**src/rtl/sdct_pkg.sv**
```systemverilog
package sdct_pkg;

  typedef struct packed {
    logic [15:0] tmo;
    logic [7:0]  div;
    logic [7:0]  rate;
  } timing_t;

  localparam timing_t TIMING_RST = '{tmo: 16'hFFFF, div: 8'd2, rate: 8'd0};

  // Half of the sanitized even divide value (1..127).
  function automatic logic [6:0] half_of(input logic [7:0] d);
    logic [7:0] e;
    e = {d[7:1], 1'b0};
    if (e == 8'd0) e = 8'd2;
    return e[7:1];
  endfunction

endpackage

```
**src/rtl/sdct_prescale.sv**
```systemverilog
module sdct_prescale #(
  parameter int W = 7
) (
  input  logic         clk,
  input  logic         rst,
  input  logic [W-1:0] half,
  output logic         tick
);
  logic [W-1:0] cnt;

  assign tick = (cnt >= half - W'(1));

  always_ff @(posedge clk) begin
    if (rst)       cnt <= '0;
    else if (tick) cnt <= '0;
    else           cnt <= cnt + W'(1);
  end
endmodule

```
**src/rtl/sdct_rate.sv**
```systemverilog
module sdct_rate #(
  parameter int W = 8
) (
  input  logic         clk,
  input  logic         rst,
  input  logic         tick,
  input  logic [W-1:0] rate,
  output logic         toggle
);
  logic [W-1:0] rcnt;

  assign toggle = tick && (rcnt >= rate);

  always_ff @(posedge clk) begin
    if (rst)         rcnt <= '0;
    else if (toggle) rcnt <= '0;
    else if (tick)   rcnt <= rcnt + W'(1);
  end
endmodule

```
**src/rtl/sdct_timer.sv**
```systemverilog
module sdct_timer #(
  parameter int UNIT_TICKS = 4096,
  parameter int UNIT_W     = 16
) (
  input  logic              clk,
  input  logic              rst,
  input  logic              start,
  input  logic              is_read,
  input  logic              reload,
  input  logic              stop,
  input  logic [UNIT_W-1:0] units_in,
  input  logic              rise,
  output logic              data_tmo,
  output logic              rx_tmo
);
  localparam int SUB_W = $clog2(UNIT_TICKS);
  localparam logic [SUB_W-1:0] SUB_LAST = SUB_W'(UNIT_TICKS - 1);

  logic              armed, rd;
  logic [UNIT_W-1:0] units;
  logic [SUB_W-1:0]  sub;
  logic              last_tick;

  assign last_tick = (units == '0) || (units == UNIT_W'(1) && sub == SUB_LAST);

  always_ff @(posedge clk) begin
    if (rst) begin
      armed    <= 1'b0;
      rd       <= 1'b0;
      units    <= '0;
      sub      <= '0;
      data_tmo <= 1'b0;
      rx_tmo   <= 1'b0;
    end else begin
      data_tmo <= 1'b0;
      rx_tmo   <= 1'b0;
      if (stop) begin
        armed <= 1'b0;
      end else if (start) begin
        armed <= 1'b1;
        rd    <= is_read;
        units <= units_in;
        sub   <= '0;
      end else if (armed && reload) begin
        units <= units_in;
        sub   <= '0;
      end else if (armed && rise) begin
        if (last_tick) begin
          armed <= 1'b0;
          if (rd) rx_tmo   <= 1'b1;
          else    data_tmo <= 1'b1;
        end else if (sub == SUB_LAST) begin
          sub   <= '0;
          units <= units - UNIT_W'(1);
        end else begin
          sub <= sub + SUB_W'(1);
        end
      end
    end
  end
endmodule

```
**src/rtl/sd_clk_timer.sv**
```systemverilog
module sd_clk_timer #(
  parameter int UNIT_TICKS = 4096
) (
  input  logic        clk,
  input  logic        rst,
  input  logic        cfg_we,
  input  logic [31:0] cfg_wdata,
  output logic [31:0] timing_q,
  input  logic        data_start,
  input  logic        data_is_read,
  input  logic        block_done,
  input  logic        data_stop,
  output logic        card_clk,
  output logic        card_rise,
  output logic        data_tmo,
  output logic        rx_tmo
);
  import sdct_pkg::*;

  timing_t    cfg_q;
  logic [6:0] act_half;
  logic [7:0] act_rate;
  logic       tick, toggle;
  logic       clk_r, rise_r;

  assign timing_q  = cfg_q;
  assign card_clk  = clk_r;
  assign card_rise = rise_r;

  always_ff @(posedge clk) begin
    if (rst)         cfg_q <= TIMING_RST;
    else if (cfg_we) cfg_q <= timing_t'(cfg_wdata);
  end

  sdct_prescale #(.W(7)) u_pre (
    .clk(clk), .rst(rst), .half(act_half), .tick(tick)
  );

  sdct_rate #(.W(8)) u_rate (
    .clk(clk), .rst(rst), .tick(tick), .rate(act_rate), .toggle(toggle)
  );

  // Settings are taken only as the low phase ends, with both stages at zero.
  always_ff @(posedge clk) begin
    if (rst) begin
      act_half <= half_of(TIMING_RST.div);
      act_rate <= TIMING_RST.rate;
      clk_r    <= 1'b0;
      rise_r   <= 1'b0;
    end else begin
      rise_r <= toggle && !clk_r;
      if (toggle) clk_r <= !clk_r;
      if (toggle && !clk_r) begin
        act_half <= half_of(cfg_q.div);
        act_rate <= cfg_q.rate;
      end
    end
  end

  sdct_timer #(.UNIT_TICKS(UNIT_TICKS), .UNIT_W(16)) u_tmr (
    .clk(clk), .rst(rst), .start(data_start), .is_read(data_is_read),
    .reload(block_done), .stop(data_stop), .units_in(cfg_q.tmo),
    .rise(rise_r), .data_tmo(data_tmo), .rx_tmo(rx_tmo)
  );
endmodule

```
**config.mk**
```make
export PLATFORM = sky130hd
export DESIGN_NAME = sd_clk_timer
export DESIGN_NICKNAME = d
export VERILOG_FILES = /design/src/rtl/sdct_pkg.sv /design/src/rtl/sdct_prescale.sv /design/src/rtl/sdct_rate.sv /design/src/rtl/sdct_timer.sv /design/src/rtl/sd_clk_timer.sv
export SDC_FILE = /design/constraint.sdc
export NUM_CORES = 1
export LEC_CHECK = 0
export BUFFER_PORTS_ARGS = -buffer_cell sky130_fd_sc_hd__clkbuf_2
export CORE_ASPECT_RATIO = 1.2
export CORE_MARGIN = 2
export CORE_UTILIZATION = 57
export DETAILED_ROUTE_END_ITERATION = 8
export PLACE_DENSITY = 0.91
export SLEW_MARGIN = 10
export SYNTH_ARGS = -nofsm -noshare
export SYNTH_HDL_FRONTEND = slang
export SYNTH_SLANG_ARGS = --single-unit
```
**constraint.sdc**
```tcl
create_clock -name clk -period 3.3 [get_ports clk]
set_input_delay 0 -clock clk [delete_from_list [all_inputs] [get_ports clk]]
set_output_delay 0 -clock clk [all_outputs]
set_load 0.005 [all_outputs]
```
==> results_tabular.tex, run 1 <==
\begin{tabular}{lr}
\hline
Metric & Value \\
\hline
\multicolumn{2}{l}{\textbf{Setup path}} \\
\quad Endpoint of the lowest-slack register-to-register path & u\_rate.rcnt[5] \\
\quad Delay of the slowest cell on the worst path & 540 ps \\
\quad Crit Path Class & reg2reg \\
\quad Category of the worst setup path capture point & flop \\
\quad CP startpoint kind & flop \\
\quad Max stage delay cell, worst path & sky130\_fd\_sc\_hd\_\_o31ai\_2 \\
\quad Worst flop-to-flop path startpoint & act\_half[0] \\
\quad Capturing instance or port of the critical path & u\_rate.rcnt[5] \\
\quad Arr. time, crit path & 3170 ps \\
\quad Crit-path cells & inv\_1 > ha\_1 > nand2\_1 > nor3\_1 > xnor2\_1 > ha\_1 > and3\_1 > nand2\_1 > and2\_1 > buf\_4 > o31ai\_2 > nor2\_1 \\
\quad Buf/Inv on CP & 2 \\
\quad First element of the critical path & act\_half[0] \\
\quad Depth of the worst register-to-register path & 12 \\
\quad Critical Path RT & 3550 ps \\
\quad Internal reg-to-reg setup slack & 370 ps \\
\quad Number of cells on the critical path & 12 \\
\quad CP top delay family & simple AND/OR/NAND/NOR gates \\
\quad Critical path peak fanout & 8 \\
\multicolumn{2}{l}{\textbf{Pwr}} \\
\quad Power per standard cell area & 778 nW/µm² \\
\quad Power consumption & 4.51 mW \\
\quad Maximum resistive drop on vdd & 0.361 mV \\
\quad LEAKAGE & 2.38 nW \\
\multicolumn{2}{l}{\textbf{Final layout}} \\
\quad Final \#Nets & 710 \\
\quad Number of diodes added for antenna fixing & 0 \\
\quad Final Cell Area & 5800 µm² \\
\quad Area Overhead vs Synth & 22.2\% \\
\quad Layout cell share with drive strength beyond 1 & 0.167 \\
\quad Core Util, Final & 0.716 \\
\multicolumn{2}{l}{\textbf{Placed design}} \\
\quad Detailed-placement wirelength estimate & 8050 µm \\
\quad I/O Buffers & 74 \\
\quad Routability-driven placement congestion ratio & 0.893 \\
\quad Dpl ws & 232 ps \\
\quad Dpl cell area & 5190 µm² \\
\multicolumn{2}{l}{\textbf{Global route}} \\
\quad Global-route total usage across every layer & 0.288 \\
\quad Initial antenna violation count & 0 \\
\quad Pin count of the biggest net entering global routing & 41 \\
\quad Total grt overflow & 0 \\
\quad Number of global-route vias before repair & 4463 \\
\quad Wire length of the first global-routing pass & 20900 µm \\
\multicolumn{2}{l}{\textbf{CTS}} \\
\quad Number of buffers created by CTS & 9 \\
\quad Max H-tree Level & 3 \\
\quad Buffer cell driving the clock tree root & sky130\_fd\_sc\_hd\_\_clkbuf\_8 \\
\quad CTS sink cnt & 96 \\
\quad TritonCTS clock tree & done \\
\quad Clock edge transition at the registers on the reported setup and hold paths & 100 ps \\
\quad Clk Latency, worst-skew pair & 390 ps \\
\quad Buffers from clock root to sink, at most & 2 \\
\multicolumn{2}{l}{\textbf{Outcome}} \\
\quad Run status & finished clean \\
\multicolumn{2}{l}{\textbf{Timing}} \\
\quad Crit path time final & 2930 ps \\
\quad \# setup viols final & 0 \\
\quad Worst Max-Slew Pin Slew & 1140 ps \\
\quad Unrepaired setup endpoints after global routing & no \\
\quad Fmax & 342 MHz \\
\quad Post-route worst setup slack & 375 ps \\
\quad Final hold vios & 0 \\
\quad Worst-case headroom to the max-slew limit & 0.241 \\
\quad Final critical-path share of the clock period & 0.886 \\
\quad Clock Skews & 12.1 ps \\
\quad Setup total negative slack & 0 ps \\
\quad Pins Over Slew Limit & 0 \\
\multicolumn{2}{l}{\textbf{Min path}} \\
\quad Tightest Hold Check Type & in2reg \\
\multicolumn{2}{l}{\textbf{Synth}} \\
\quad Most common library cells after synthesis & sky130\_fd\_sc\_hd\_\_dfxtp\_1, sky130\_fd\_sc\_hd\_\_nand2\_1, sky130\_fd\_sc\_hd\_\_nor2\_1, sky130\_fd\_sc\_hd\_\_mux2i\_1, sky130\_fd\_sc\_hd\_\_a21oi\_1 \\
\quad Largest area contributor in the netlist & sky130\_fd\_sc\_hd\_\_dfxtp\_1 \\
\quad Flip-flop and latch count after synthesis & 96 \\
\quad Top cells by area in the synthesized netlist & sky130\_fd\_sc\_hd\_\_dfxtp\_1, sky130\_fd\_sc\_hd\_\_mux2i\_1, sky130\_fd\_sc\_hd\_\_nand2\_1, sky130\_fd\_sc\_hd\_\_ha\_1, sky130\_fd\_sc\_hd\_\_nor2\_1 \\
\quad Count of flip-flops with a built-in enable after synthesis & 0 \\
\quad Number of cells produced by synthesis & 549 \\
\quad Unique cell type count in the Yosys netlist & 54 \\
\quad Proportion of register bits with asynchronous set or reset after synthesis & 0 \\
\quad Syn Nets & 610 \\
\quad Mapped Area & 4750 µm² \\
\quad Mapped Avg Cell Area & 8.65 µm² \\
\quad Most numerous cell in the Yosys netlist & sky130\_fd\_sc\_hd\_\_dfxtp\_1 \\
\quad Sequential fraction of the synthesis area & 0.405 \\
\quad Yosys warnings & 0 \\
\quad Synth Flop Type & sky130\_fd\_sc\_hd\_\_dfxtp\_1 \\
\quad Area fraction of the dominant cell type after synthesis & 0.405 \\
\multicolumn{2}{l}{\textbf{Die}} \\
\quad Row Count & 36 \\
\quad Vertical extent of the die & 104 µm \\
\quad Die width & 87.3 µm \\
\quad Number of placed I/O pins & 75 \\
\quad Placeable core area & 8110 µm² \\
\quad Initial Utilization & 0.586 \\
\quad Die Footprint & 9080 µm² \\
\multicolumn{2}{l}{\textbf{Routing}} \\
\quad Overall via count from detail\_route & 4444 \\
\quad Number of nets with antenna violations after detailed routing & 0 \\
\quad WL per Instance & 17.1 µm \\
\quad DRC & 0 \\
\quad Total routed wirelength & 12800 µm \\
\quad Number of detailed-route iterations in the first pass & 6 \\
\quad Via/cell ratio & 5.93 \\
\quad Number of design-rule violations left by the first detailed-router iteration & 279 \\
\multicolumn{2}{l}{\textbf{Flow run}} \\
\quad Count of maximum capacitance violations & 0 \\
\hline
\end{tabular}
## cell families (layout without fill, tap and decap cells)
| family | count (synthesis) | count (layout) | share of synthesized area |
|---|---|---|---|
| AOI/OAI and AO/OA | 85 | 85 | 0.117 |
| adders and majority gates | 22 | 22 | 0.0580 |
| xor gates and xnor gates | 26 | 26 | 0.0479 |
| muxes | 49 | 49 | 0.103 |
| and+or+nand+nor | 224 | 224 | 0.231 |
| buffers and inverters | 47 | 152 | 0.0379 |
| DFF | 96 | 96 | 0.405 |
## metal layers
metal / GRT usage / vias to the layer above / wire length (µm)
li1: - / 2128 / -
met1: 0.338 / 2081 / 4950
met2: 0.497 / 198 / 6630
met3: 0.0730 / 37 / 902
met4: 0.104 / 0 / 341
met5: 0 / - / 0
## worst min path at each step
stage                              from            to  slack, ps  cells after the start
final                        block_done  u_tmr.rx_tmo         40                      4
after CTS                    block_done  u_tmr.rx_tmo         50                      4
after detailed placement  cfg_wdata[25]  timing_q[25]        220                      3
after global placement    cfg_wdata[25]  timing_q[25]        210                      3
after floorplan           cfg_wdata[16]  timing_q[16]        130                      2
after global routing         block_done  u_tmr.rx_tmo         70                      4
## registers in the layout, indices dropped and copies added, names as in the netlist
| name | cells |
|---|---|
| u_rate.rcnt | 8 |
| u_tmr.sub | 12 |
| card_clk | 1 |
| act_rate | 8 |
| timing_q | 32 |
| u_tmr.data_tmo | 1 |
| u_tmr.units | 16 |
| u_tmr.rx_tmo | 1 |
| u_pre.cnt | 7 |
| act_half | 7 |
| u_tmr.rd | 1 |
| card_rise | 1 |
| u_tmr.armed | 1 |
## repair_timing
item,4_1_cts,5_1_grt
endpoints found under the hold margin,36,0
hold buffers,35,0
setup endpoints to repair,0,2
setup buffers,0,0
gates resized for setup,0,1
## worst register-to-register path, cell delays in order, from the launching register on
cell	delay, ps
sky130_fd_sc_hd__dfxtp_1	340
sky130_fd_sc_hd__inv_1	90
sky130_fd_sc_hd__ha_1	190
sky130_fd_sc_hd__nand2_1	90
sky130_fd_sc_hd__nor3_1	190
sky130_fd_sc_hd__xnor2_1	110
sky130_fd_sc_hd__ha_1	290
sky130_fd_sc_hd__and3_1	180
sky130_fd_sc_hd__nand2_1	130
sky130_fd_sc_hd__and2_1	300
sky130_fd_sc_hd__buf_4	210
sky130_fd_sc_hd__o31ai_2	540
sky130_fd_sc_hd__nor2_1	130
## stage by stage
step           hold slack (ps)  std cells
2_1_floorplan              129        549
3_3_place_gp               215        698
3_5_place_dp               223        698
4_1_cts                   53.1        749
5_1_grt                   72.6        749
6_report                  44.5        749
## cell usage in the layout, fill, tap and decap left out, types with 4 or more instances in the layout
cell,count
sky130_fd_sc_hd__nand3_1,11
sky130_fd_sc_hd__xnor2_1,22
sky130_fd_sc_hd__a21oi_1,29
sky130_fd_sc_hd__a211oi_1,5
sky130_fd_sc_hd__ha_1,22
sky130_fd_sc_hd__o311ai_0,4
sky130_fd_sc_hd__buf_4,7
sky130_fd_sc_hd__and3_1,5
sky130_fd_sc_hd__o21ai_0,10
sky130_fd_sc_hd__nor3_1,16
sky130_fd_sc_hd__dfxtp_1,96
sky130_fd_sc_hd__nor4_1,6
sky130_fd_sc_hd__and2_1,5
sky130_fd_sc_hd__a31oi_1,7
sky130_fd_sc_hd__o211ai_1,5
sky130_fd_sc_hd__or4_1,5
sky130_fd_sc_hd__dlygate4sd3_1,35
sky130_fd_sc_hd__a2111oi_0,6
sky130_fd_sc_hd__nor2_1,55
sky130_fd_sc_hd__nand2_1,85
sky130_fd_sc_hd__clkbuf_8,11
sky130_fd_sc_hd__or3_1,11
sky130_fd_sc_hd__mux2i_1,49
sky130_fd_sc_hd__clkbuf_2,74
sky130_fd_sc_hd__inv_1,19
sky130_fd_sc_hd__xor2_1,4
## final cells by class
cell class                 count  area (µm²)
multi-input combinational    406        2660
fill                         541        2300
sequential                    96        1920
timing repair buffer         116         773
clock buffer                  11         151
tap                           95         119
clock inverter                 5         103
inverter                      20        75.1
## report_power, final
group	switching, mW	internal (mW)	total, mW
registers	0.137	1.31	1.45
logic	1.18	0.908	2.09
clock network	0.439	0.544	0.982
Note: power is estimated with default switching activity, not from simulation.
==> inputs of run 2 (changes only) <==
--- a/config.mk
+++ b/config.mk
@@ -8,9 +8,9 @@
 export BUFFER_PORTS_ARGS = -buffer_cell sky130_fd_sc_hd__clkbuf_2
 export CORE_ASPECT_RATIO = 1.2
 export CORE_MARGIN = 2
-export CORE_UTILIZATION = 57
+export CORE_UTILIZATION = 51
 export DETAILED_ROUTE_END_ITERATION = 8
-export PLACE_DENSITY = 0.91
+export PLACE_DENSITY = 0.87
 export SLEW_MARGIN = 10
 export SYNTH_ARGS = -nofsm -noshare
 export SYNTH_HDL_FRONTEND = slang
==> constraint.sdc (replaced) <==
create_clock -name clk -period 2.5 [get_ports clk]
set_input_delay 0 -clock clk [delete_from_list [all_inputs] [get_ports clk]]
set_output_delay 0 -clock clk [all_outputs]
set_load 0.005 [all_outputs]
==> results_tabular.tex, run 2 (synthesis gave the netlist of run 1 again) <==
\begin{tabular}{lr}
\hline
Metric & Value \\
\hline
\multicolumn{2}{l}{\textbf{Outcome}} \\
\quad Run status & complete, but fails checks \\
\quad Violated checks & setup timing \\
\multicolumn{2}{l}{\textbf{Die}} \\
\quad Vertical extent of the die & 110 µm (+5.5\%) \\
\quad Die Footprint & 10100 µm² (+11\%) \\
\quad Placeable core area & 9030 µm² (+11\%) \\
\quad Row Count & 38 (+5.6\%) \\
\quad Initial Utilization & 0.526 (-0.0600) \\
\quad Number of placed I/O pins & 75 (unchanged) \\
\quad Die width & 92.1 µm (+5.5\%) \\
\multicolumn{2}{l}{\textbf{CTS}} \\
\quad Buffers from clock root to sink, at most & 2 (unchanged) \\
\quad CTS sink cnt & 96 (unchanged) \\
\quad Buffer cell driving the clock tree root & sky130\_fd\_sc\_hd\_\_clkbuf\_8 \\
\quad Clk Latency, worst-skew pair & 380 ps (about the same) \\
\quad Max H-tree Level & 3 (unchanged) \\
\quad Clock edge transition at the registers on the reported setup and hold paths & 100 ps (about the same) \\
\quad Number of buffers created by CTS & 9 (unchanged) \\
\quad TritonCTS clock tree & done \\
\multicolumn{2}{l}{\textbf{Global route}} \\
\quad Initial antenna violation count & 0 (unchanged) \\
\quad Wire length of the first global-routing pass & 20700 µm (-1.3\%) \\
\quad Total grt overflow & 0 (unchanged) \\
\quad Number of global-route vias before repair & 4478 (+0.34\%) \\
\quad Pin count of the biggest net entering global routing & 38 (-7.3\%) \\
\quad Global-route total usage across every layer & 0.257 (-0.0310) \\
\multicolumn{2}{l}{\textbf{Pwr}} \\
\quad Power per standard cell area & 1140 nW/µm² (+47\%) \\
\quad LEAKAGE & 2.47 nW (+3.8\%) \\
\quad Maximum resistive drop on vdd & 0.821 mV (+130\%) \\
\multicolumn{2}{l}{\textbf{Timing}} \\
\quad Worst Max-Slew Pin Slew & 889 ps (-249 ps) \\
\quad Worst-case headroom to the max-slew limit & 0.407 (+0.166) \\
\quad \# setup viols final & 24 (+24) \\
\quad Fmax & 372 MHz (+8.8\%) \\
\quad Final hold vios & 0 (unchanged) \\
\quad Unrepaired setup endpoints after global routing & yes \\
\quad Setup total negative slack & -2070 ps (-2070 ps) \\
\quad Final critical-path share of the clock period & 1.08 (+0.189) \\
\quad Post-route worst setup slack & -189 ps (-564 ps) \\
\quad Clock Skews & 18.1 ps (+6.01 ps) \\
\quad Crit path time final & 2690 ps (-236 ps) \\
\quad Worst slack on hold paths & 56.6 ps (+12.1 ps) \\
\quad Pins Over Slew Limit & 0 (unchanged) \\
\multicolumn{2}{l}{\textbf{Final layout}} \\
\quad Area used by sequential logic in the layout & 1920 µm² (+0.13\%) \\
\quad Largest register FFs & 32 (unchanged) \\
\quad Most frequent cells in the layout & sky130\_fd\_sc\_hd\_\_dfxtp\_1, sky130\_fd\_sc\_hd\_\_nand2\_1, sky130\_fd\_sc\_hd\_\_clkbuf\_2 \\
\quad Layout cell share with drive strength beyond 1 & 0.228 (+0.0610) \\
\quad Area Overhead vs Synth & 27.9\% \\
\quad Area of the multi-input gates & 2800 µm² (+5.4\%) \\
\quad Number of diodes added for antenna fixing & 0 (unchanged) \\
\quad Number of filler instances in the final layout & 666 (+23\%) \\
\quad Most frequent standard cell in the layout excluding fill and tap cells & sky130\_fd\_sc\_hd\_\_dfxtp\_1 \\
\quad Final \#Nets & 728 (+2.5\%) \\
\multicolumn{2}{l}{\textbf{Placed design}} \\
\quad Detailed-placement wirelength estimate & 8310 µm (+3.2\%) \\
\quad I/O Buffers & 74 (unchanged) \\
\quad Routability-driven placement congestion ratio & 0.928 (+4.0\%) \\
\multicolumn{2}{l}{\textbf{Min path}} \\
\quad Tightest Hold Check Type & in2reg \\
\multicolumn{2}{l}{\textbf{Routing}} \\
\quad Number of nets with antenna violations after detailed routing & 0 (unchanged) \\
\quad Number of design-rule violations left by the first detailed-router iteration & 297 (+6.5\%) \\
\quad Number of detailed-route iterations in the first pass & 5 (-1) \\
\quad WL per Instance & 17.2 µm (+0.24\%) \\
\quad Via/cell ratio & 5.83 (-1.8\%) \\
\quad DRC & 0 (unchanged) \\
\quad Total routed wirelength & 13600 µm (+6.0\%) \\
\quad Overall via count from detail\_route & 4615 (+3.8\%) \\
\multicolumn{2}{l}{\textbf{Setup path}} \\
\quad Critical path peak fanout & 8 (unchanged) \\
\quad Crit Path Class & reg2reg \\
\quad Most used cell, CP & sky130\_fd\_sc\_hd\_\_buf\_6 \\
\quad Buf/Inv on CP & 2 (unchanged) \\
\quad CP startpoint kind & flop \\
\quad CP top delay family & simple AND/OR/NAND/NOR gates \\
\quad Critical Path RT & 2790 ps (-760 ps) \\
\quad Arr. time, crit path & 2980 ps (-190 ps) \\
\quad Category of the worst setup path capture point & flop \\
\quad Delay of the slowest cell on the worst path & 360 ps (-180 ps) \\
\quad Max stage delay cell, worst path & sky130\_fd\_sc\_hd\_\_ha\_1 \\
\quad Crit-path cells & buf\_6 > nor3\_4 > nand2\_2 > xor2\_1 > ha\_1 > a21oi\_2 > nor2b\_2 > a311oi\_4 > and2\_4 > nor4\_4 > buf\_6 > mux2i\_2 \\
\multicolumn{2}{l}{\textbf{Flow run}} \\
\quad Count of maximum capacitance violations & 0 (unchanged) \\
\hline
\end{tabular}
-- run 2: per-layer routing --
metal	up-vias	GRT usage	share of wire	wire length [µm]
met5	-	0	0	0
met4	0	0.131	0.039	535
met3	51	0.0528	0.059	802
met2	201	0.469	0.51	6940
met1	2196	0.283	0.39	5320
li1	2167	-	-	-
-- run 2: worst paths after layout --
kind / to / slack, ps / startpoint / cells after the start
setup reg to reg: act_rate[3] / -190 / act_half[1] / 12
setup / recovery: act_rate[3] / -190 / act_half[1] / 12
hold reg to reg: u_tmr.data_tmo / 420 / u_tmr.rd / 1
hold / removal: u_tmr.rx_tmo / 60 / block_done / 4
-- run 2: final cells by class --
cell class | instances | share of cell area
clock buffers | 11 | 0.0233
clock inverters | 5 | 0.00886
inverters | 20 | 0.0124
multi-input cells | 407 | 0.461
flip-flops and latches | 96 | 0.317
well taps | 120 | 0.0247
repair buffers | 133 | 0.153
-- run 2: power breakdown --
group	total (mW)	switching (mW)	internal (mW)
clock network	1.05	0.563	0.489
logic	3.96	1.97	1.99
registers	1.92	0.193	1.73
total	6.93	2.72	4.21
-- run 2: worst register-to-register path, stage by stage (launching register included) --
cell and delay [ps]:
sky130_fd_sc_hd__dfxtp_2 340, sky130_fd_sc_hd__buf_6 120, sky130_fd_sc_hd__nor3_4 210, sky130_fd_sc_hd__nand2_2 80
sky130_fd_sc_hd__xor2_1 150, sky130_fd_sc_hd__ha_1 360, sky130_fd_sc_hd__a21oi_2 70, sky130_fd_sc_hd__nor2b_2 190
sky130_fd_sc_hd__a311oi_4 80, sky130_fd_sc_hd__and2_4 210, sky130_fd_sc_hd__nor4_4 310, sky130_fd_sc_hd__buf_6 210
sky130_fd_sc_hd__mux2i_2 260
-- run 2: repair_timing --
action	in CTS	in global routing
pin swaps	8	17
hold buffers	35	0
endpoints found under the hold margin	36	0
setup buffers	5	3
cloned	1	0
gates resized for setup	12	23
endpoints found under the setup margin	23	33
-- run 2: metrics by stage --
step	instance area, µm²	cells	utilization	setup slack [ps]	power [mW]
global placement	5340	732	0.591	95.2	4.71
CTS	5970	789	0.661	-11.4	6.26
floorplan	4820	549	-	9.67	4.25
global route	6080	792	0.673	-254	7.23
finish	6080	792	0.673	-189	6.93
detailed placement	5340	732	0.591	-113	4.88
==> inputs of run 3 (changes only) <==
--- a/config.mk
+++ b/config.mk
@@ -8,10 +8,11 @@
 export BUFFER_PORTS_ARGS = -buffer_cell sky130_fd_sc_hd__clkbuf_2
 export CORE_ASPECT_RATIO = 1.2
 export CORE_MARGIN = 2
-export CORE_UTILIZATION = 51
+export CORE_UTILIZATION = 52
 export DETAILED_ROUTE_END_ITERATION = 8
-export PLACE_DENSITY = 0.87
+export PLACE_DENSITY = 0.88
 export SLEW_MARGIN = 10
 export SYNTH_ARGS = -nofsm -noshare
 export SYNTH_HDL_FRONTEND = slang
+export SYNTH_HIERARCHICAL = 1
 export SYNTH_SLANG_ARGS = --single-unit
==> results_tabular.tex, run 3 <==
\begin{tabular}{lr}
\hline
Metric & Value \\
\hline
\multicolumn{2}{l}{\textbf{Outcome}} \\
\quad Run status & complete, but fails checks \\
\quad Violated checks & setup timing \\
\multicolumn{2}{l}{\textbf{CTS}} \\
\quad CTS sink cnt & 96 (unchanged) \\
\quad Clock edge transition at the registers on the reported setup and hold paths & 70 ps (-30 ps) \\
\quad Buffers from clock root to sink, at most & 2 (unchanged) \\
\quad Max H-tree Level & 3 (unchanged) \\
\quad Number of buffers created by CTS & 9 (unchanged) \\
\quad Buffer cell driving the clock tree root & sky130\_fd\_sc\_hd\_\_clkbuf\_16 \\
\quad TritonCTS clock tree & done \\
\quad Clk Latency, worst-skew pair & 360 ps (-20 ps) \\
\multicolumn{2}{l}{\textbf{Routing}} \\
\quad Number of detailed-route iterations in the first pass & 6 (+1) \\
\quad Detailed-routed wire length on met2 & 8310 µm (+20\%) \\
\quad Overall via count from detail\_route & 4994 (+8.2\%) \\
\quad Via/cell ratio & 6.16 (+5.7\%) \\
\quad Number of design-rule violations left by the first detailed-router iteration & 405 (+36\%) \\
\quad DRT met1 WL & 5560 µm (+4.5\%) \\
\quad Uppermost routed layer & met4 \\
\quad Number of nets with antenna violations after detailed routing & 0 (unchanged) \\
\quad DRC & 0 (unchanged) \\
\quad WL per Instance & 19.2 µm (+12\%) \\
\quad Total routed wirelength & 15600 µm (+14\%) \\
\quad Met3 WL post-DR & 966 µm (+20\%) \\
\multicolumn{2}{l}{\textbf{Synth}} \\
\quad Count of flip-flops with a built-in enable after synthesis & 0 (unchanged) \\
\quad Most numerous cell in the Yosys netlist & sky130\_fd\_sc\_hd\_\_dfxtp\_1 \\
\quad Flip-flop and latch count after synthesis & 96 (unchanged) \\
\quad Most common library cells after synthesis & sky130\_fd\_sc\_hd\_\_dfxtp\_1, sky130\_fd\_sc\_hd\_\_nand2\_1, sky130\_fd\_sc\_hd\_\_nor2\_1, sky130\_fd\_sc\_hd\_\_a21oi\_1, sky130\_fd\_sc\_hd\_\_ha\_1 \\
\quad Area fraction of the dominant cell type after synthesis & 0.380 (-0.0245) \\
\quad Mapped Area & 5060 µm² (+6.5\%) \\
\quad Unique cell type count in the Yosys netlist & 79 (+46\%) \\
\quad Yosys warnings & 6 (+6) \\
\quad Top cells by area in the synthesized netlist & sky130\_fd\_sc\_hd\_\_dfxtp\_1, sky130\_fd\_sc\_hd\_\_ha\_1, sky130\_fd\_sc\_hd\_\_nand2\_1, sky130\_fd\_sc\_hd\_\_mux2i\_1, sky130\_fd\_sc\_hd\_\_a21oi\_1 \\
\quad Synth Flop Type & sky130\_fd\_sc\_hd\_\_dfxtp\_1 \\
\quad Sequential fraction of the synthesis area & 0.380 (-0.0245) \\
\quad Syn Nets & 616 (+0.98\%) \\
\quad Mapped Avg Cell Area & 9.09 µm² (+5.1\%) \\
\quad Largest area contributor in the netlist & sky130\_fd\_sc\_hd\_\_dfxtp\_1 \\
\quad Proportion of register bits with asynchronous set or reset after synthesis & 0 (unchanged) \\
\quad Number of cells produced by synthesis & 556 (+1.3\%) \\
\multicolumn{2}{l}{\textbf{Setup path}} \\
\quad Delay of the slowest cell on the worst path & 320 ps (-40 ps) \\
\quad Critical path peak fanout & 8 (unchanged) \\
\quad Critical Path RT & 2780 ps (about the same) \\
\quad Category of the worst setup path capture point & flop \\
\quad Crit-path cells & buf\_4 > buf\_4 > nor3\_2 > nand2\_1 > xor2\_1 > ha\_1 > nand2\_1 > o21ai\_4 > or2\_4 > o2111a\_1 > a22o\_4 > nand2b\_4 > buf\_8 > nand2\_2 > a21oi\_2 \\
\quad Max stage delay cell, worst path & sky130\_fd\_sc\_hd\_\_dfxtp\_2 \\
\quad CP startpoint kind & flop \\
\quad Crit Path Class & reg2reg \\
\quad Arr. time, crit path & 3030 ps (+50 ps) \\
\multicolumn{2}{l}{\textbf{Final layout}} \\
\quad Area Overhead vs Synth & 30.3\% \\
\quad Core Util, Final & 0.692 (+0.0199) \\
\quad Largest register FFs & 32 (unchanged) \\
\quad Final \#Nets & 744 (+2.2\%) \\
\quad Most frequent standard cell in the layout excluding fill and tap cells & sky130\_fd\_sc\_hd\_\_dfxtp\_1 \\
\quad Number of filler instances in the final layout & 679 (+2.0\%) \\
\quad Final cell count without fillers & 811 (+2.4\%) \\
\quad Final Cell Area & 6590 µm² (+8.4\%) \\
\quad Most frequent cells in the layout & sky130\_fd\_sc\_hd\_\_dfxtp\_1, sky130\_fd\_sc\_hd\_\_clkbuf\_2, sky130\_fd\_sc\_hd\_\_nor2\_1, sky130\_fd\_sc\_hd\_\_dlygate4sd3\_1, sky130\_fd\_sc\_hd\_\_nand2\_1 \\
\quad Layout cell share with drive strength beyond 1 & 0.337 (+0.110) \\
\quad Number of diodes added for antenna fixing & 0 (unchanged) \\
\multicolumn{2}{l}{\textbf{Placed design}} \\
\quad Dpl cells & 749 (+2.3\%) \\
\quad Detailed-placement wirelength estimate & 9000 µm (+8.3\%) \\
\quad I/O Buffers & 74 (unchanged) \\
\quad Dpl cell area & 5620 µm² (+5.3\%) \\
\quad Routability-driven placement congestion ratio & 0.952 (+2.6\%) \\
\quad Dpl ws & -329 ps (-216 ps) \\
\multicolumn{2}{l}{\textbf{Timing}} \\
\quad Worst-case headroom to the max-slew limit & 0.221 (-0.187) \\
\quad Setup total negative slack & -4930 ps (-2860 ps) \\
\quad Final critical-path share of the clock period & 1.10 (+0.0257) \\
\quad Pins Over Slew Limit & 0 (unchanged) \\
\quad Fmax & 363 MHz (-2.3\%) \\
\quad Final hold vios & 0 (unchanged) \\
\quad \# setup viols final & 25 (+4.2\%) \\
\quad Clock Skews & 12.7 ps (-5.47 ps) \\
\quad Crit path time final & 2750 ps (+64.3 ps) \\
\quad Worst slack on hold paths & 36.5 ps (-20.2 ps) \\
\quad Post-route worst setup slack & -254 ps (-64.3 ps) \\
\quad Unrepaired setup endpoints after global routing & yes \\
\quad Worst Max-Slew Pin Slew & 1170 ps (+280 ps) \\
\multicolumn{2}{l}{\textbf{Global route}} \\
\quad Total grt overflow & 0 (unchanged) \\
\quad Global-route total usage across every layer & 0.287 (+0.0304) \\
\quad Number of global-route vias before repair & 4875 (+8.9\%) \\
\quad Initial antenna violation count & 0 (unchanged) \\
\quad Wire length of the first global-routing pass & 23900 µm (+16\%) \\
\quad Pin count of the biggest net entering global routing & 50 (+32\%) \\
\multicolumn{2}{l}{\textbf{Pwr}} \\
\quad LEAKAGE & 2.65 nW (+7.1\%) \\
\quad Maximum resistive drop on vdd & 0.824 mV (+0.33\%) \\
\quad Power per standard cell area & 927 nW/µm² (-19\%) \\
\quad Power consumption & 6.11 mW (-12\%) \\
\multicolumn{2}{l}{\textbf{Die}} \\
\quad Initial Utilization & 0.531 (+0.00560) \\
\quad Placeable core area & 9520 µm² (+5.3\%) \\
\quad Vertical extent of the die & 112 µm (+2.1\%) \\
\quad Number of placed I/O pins & 75 (unchanged) \\
\quad Die width & 94.0 µm (+2.1\%) \\
\quad Row Count & 39 (+2.6\%) \\
\quad Die Footprint & 10500 µm² (+4.2\%) \\
\multicolumn{2}{l}{\textbf{Min path}} \\
\quad Tightest Hold Check Type & in2reg \\
\multicolumn{2}{l}{\textbf{Flow run}} \\
\quad Count of maximum capacitance violations & 0 (unchanged) \\
\hline
\end{tabular}
[run 3: where the power goes]
part	total (mW)	switching, mW	internal [mW]
Clock	1.53	0.603	0.929
Combinational	2.76	1.54	1.22
Sequential	1.81	0.148	1.66
Total	6.11	2.29	3.81
[run 3: cells by family after synthesis]
| group | after synthesis | synth area share |
|---|---|---|
| buffers and inverters | 52 | 0.0651 |
| AO/OA/AOI/OAI | 137 | 0.202 |
| adder cells (fa/ha/maj) | 21 | 0.0520 |
| flip-flops | 96 | 0.380 |
| XOR/XNOR | 17 | 0.0294 |
| multiplexers | 18 | 0.0356 |
| AND/OR/NAND/NOR | 215 | 0.236 |
[run 3: path summary, 6_finish.rpt]
path,startpoint,end,slack [ps],cells past startpoint
worst max-delay path,act_half[0],act_half[2],-250,15
worst min-delay path,data_stop,u_tmr/armed,40,4
worst max register to register,act_half[0],act_half[2],-250,15
worst min register to register,u_tmr/rd,u_tmr/data_tmo,440,1
[run 3: area by class of cell]
type | count | area [µm²] | area share
Timing Repair Buffer | 149 | 1060 | 0.161
Inverter | 19 | 71.3 | 0.0108
Clock inverter | 4 | 77.6 | 0.0118
Clock buffer | 11 | 253 | 0.0384
Tap cell | 123 | 154 | 0.0234
Multi-Input combinational cell | 409 | 3050 | 0.462
Sequential cell | 96 | 1920 | 0.292
[run 3: routing by layer]
layer  up-vias  GRT usage
met2       255      0.533
met3        61     0.0477
met1      2373      0.312
met4         0      0.135
li1       2305          -
met5         -          0
[run 3: what timing repair did]
action / CTS / global route
setup endpoints to repair: 27 / 43
setup buffers: 6 / 4
gates cloned: 1 / 2
endpoints found under the hold margin: 38 / 0
gates resized for setup: 12 / 37
pin swaps: 12 / 23
hold buffers: 36 / 0
[run 3: worst max-delay path, delay by kind of cell (launching register included)]
| kind | cells | cell delay (ps) |
|---|---|---|
| xor+xnor | 1 | 160 |
| flops | 1 | 320 |
| fa+ha+maj | 1 | 320 |
| buf+inv | 3 | 420 |
| compound gates | 4 | 630 |
| simple gates | 6 | 800 |
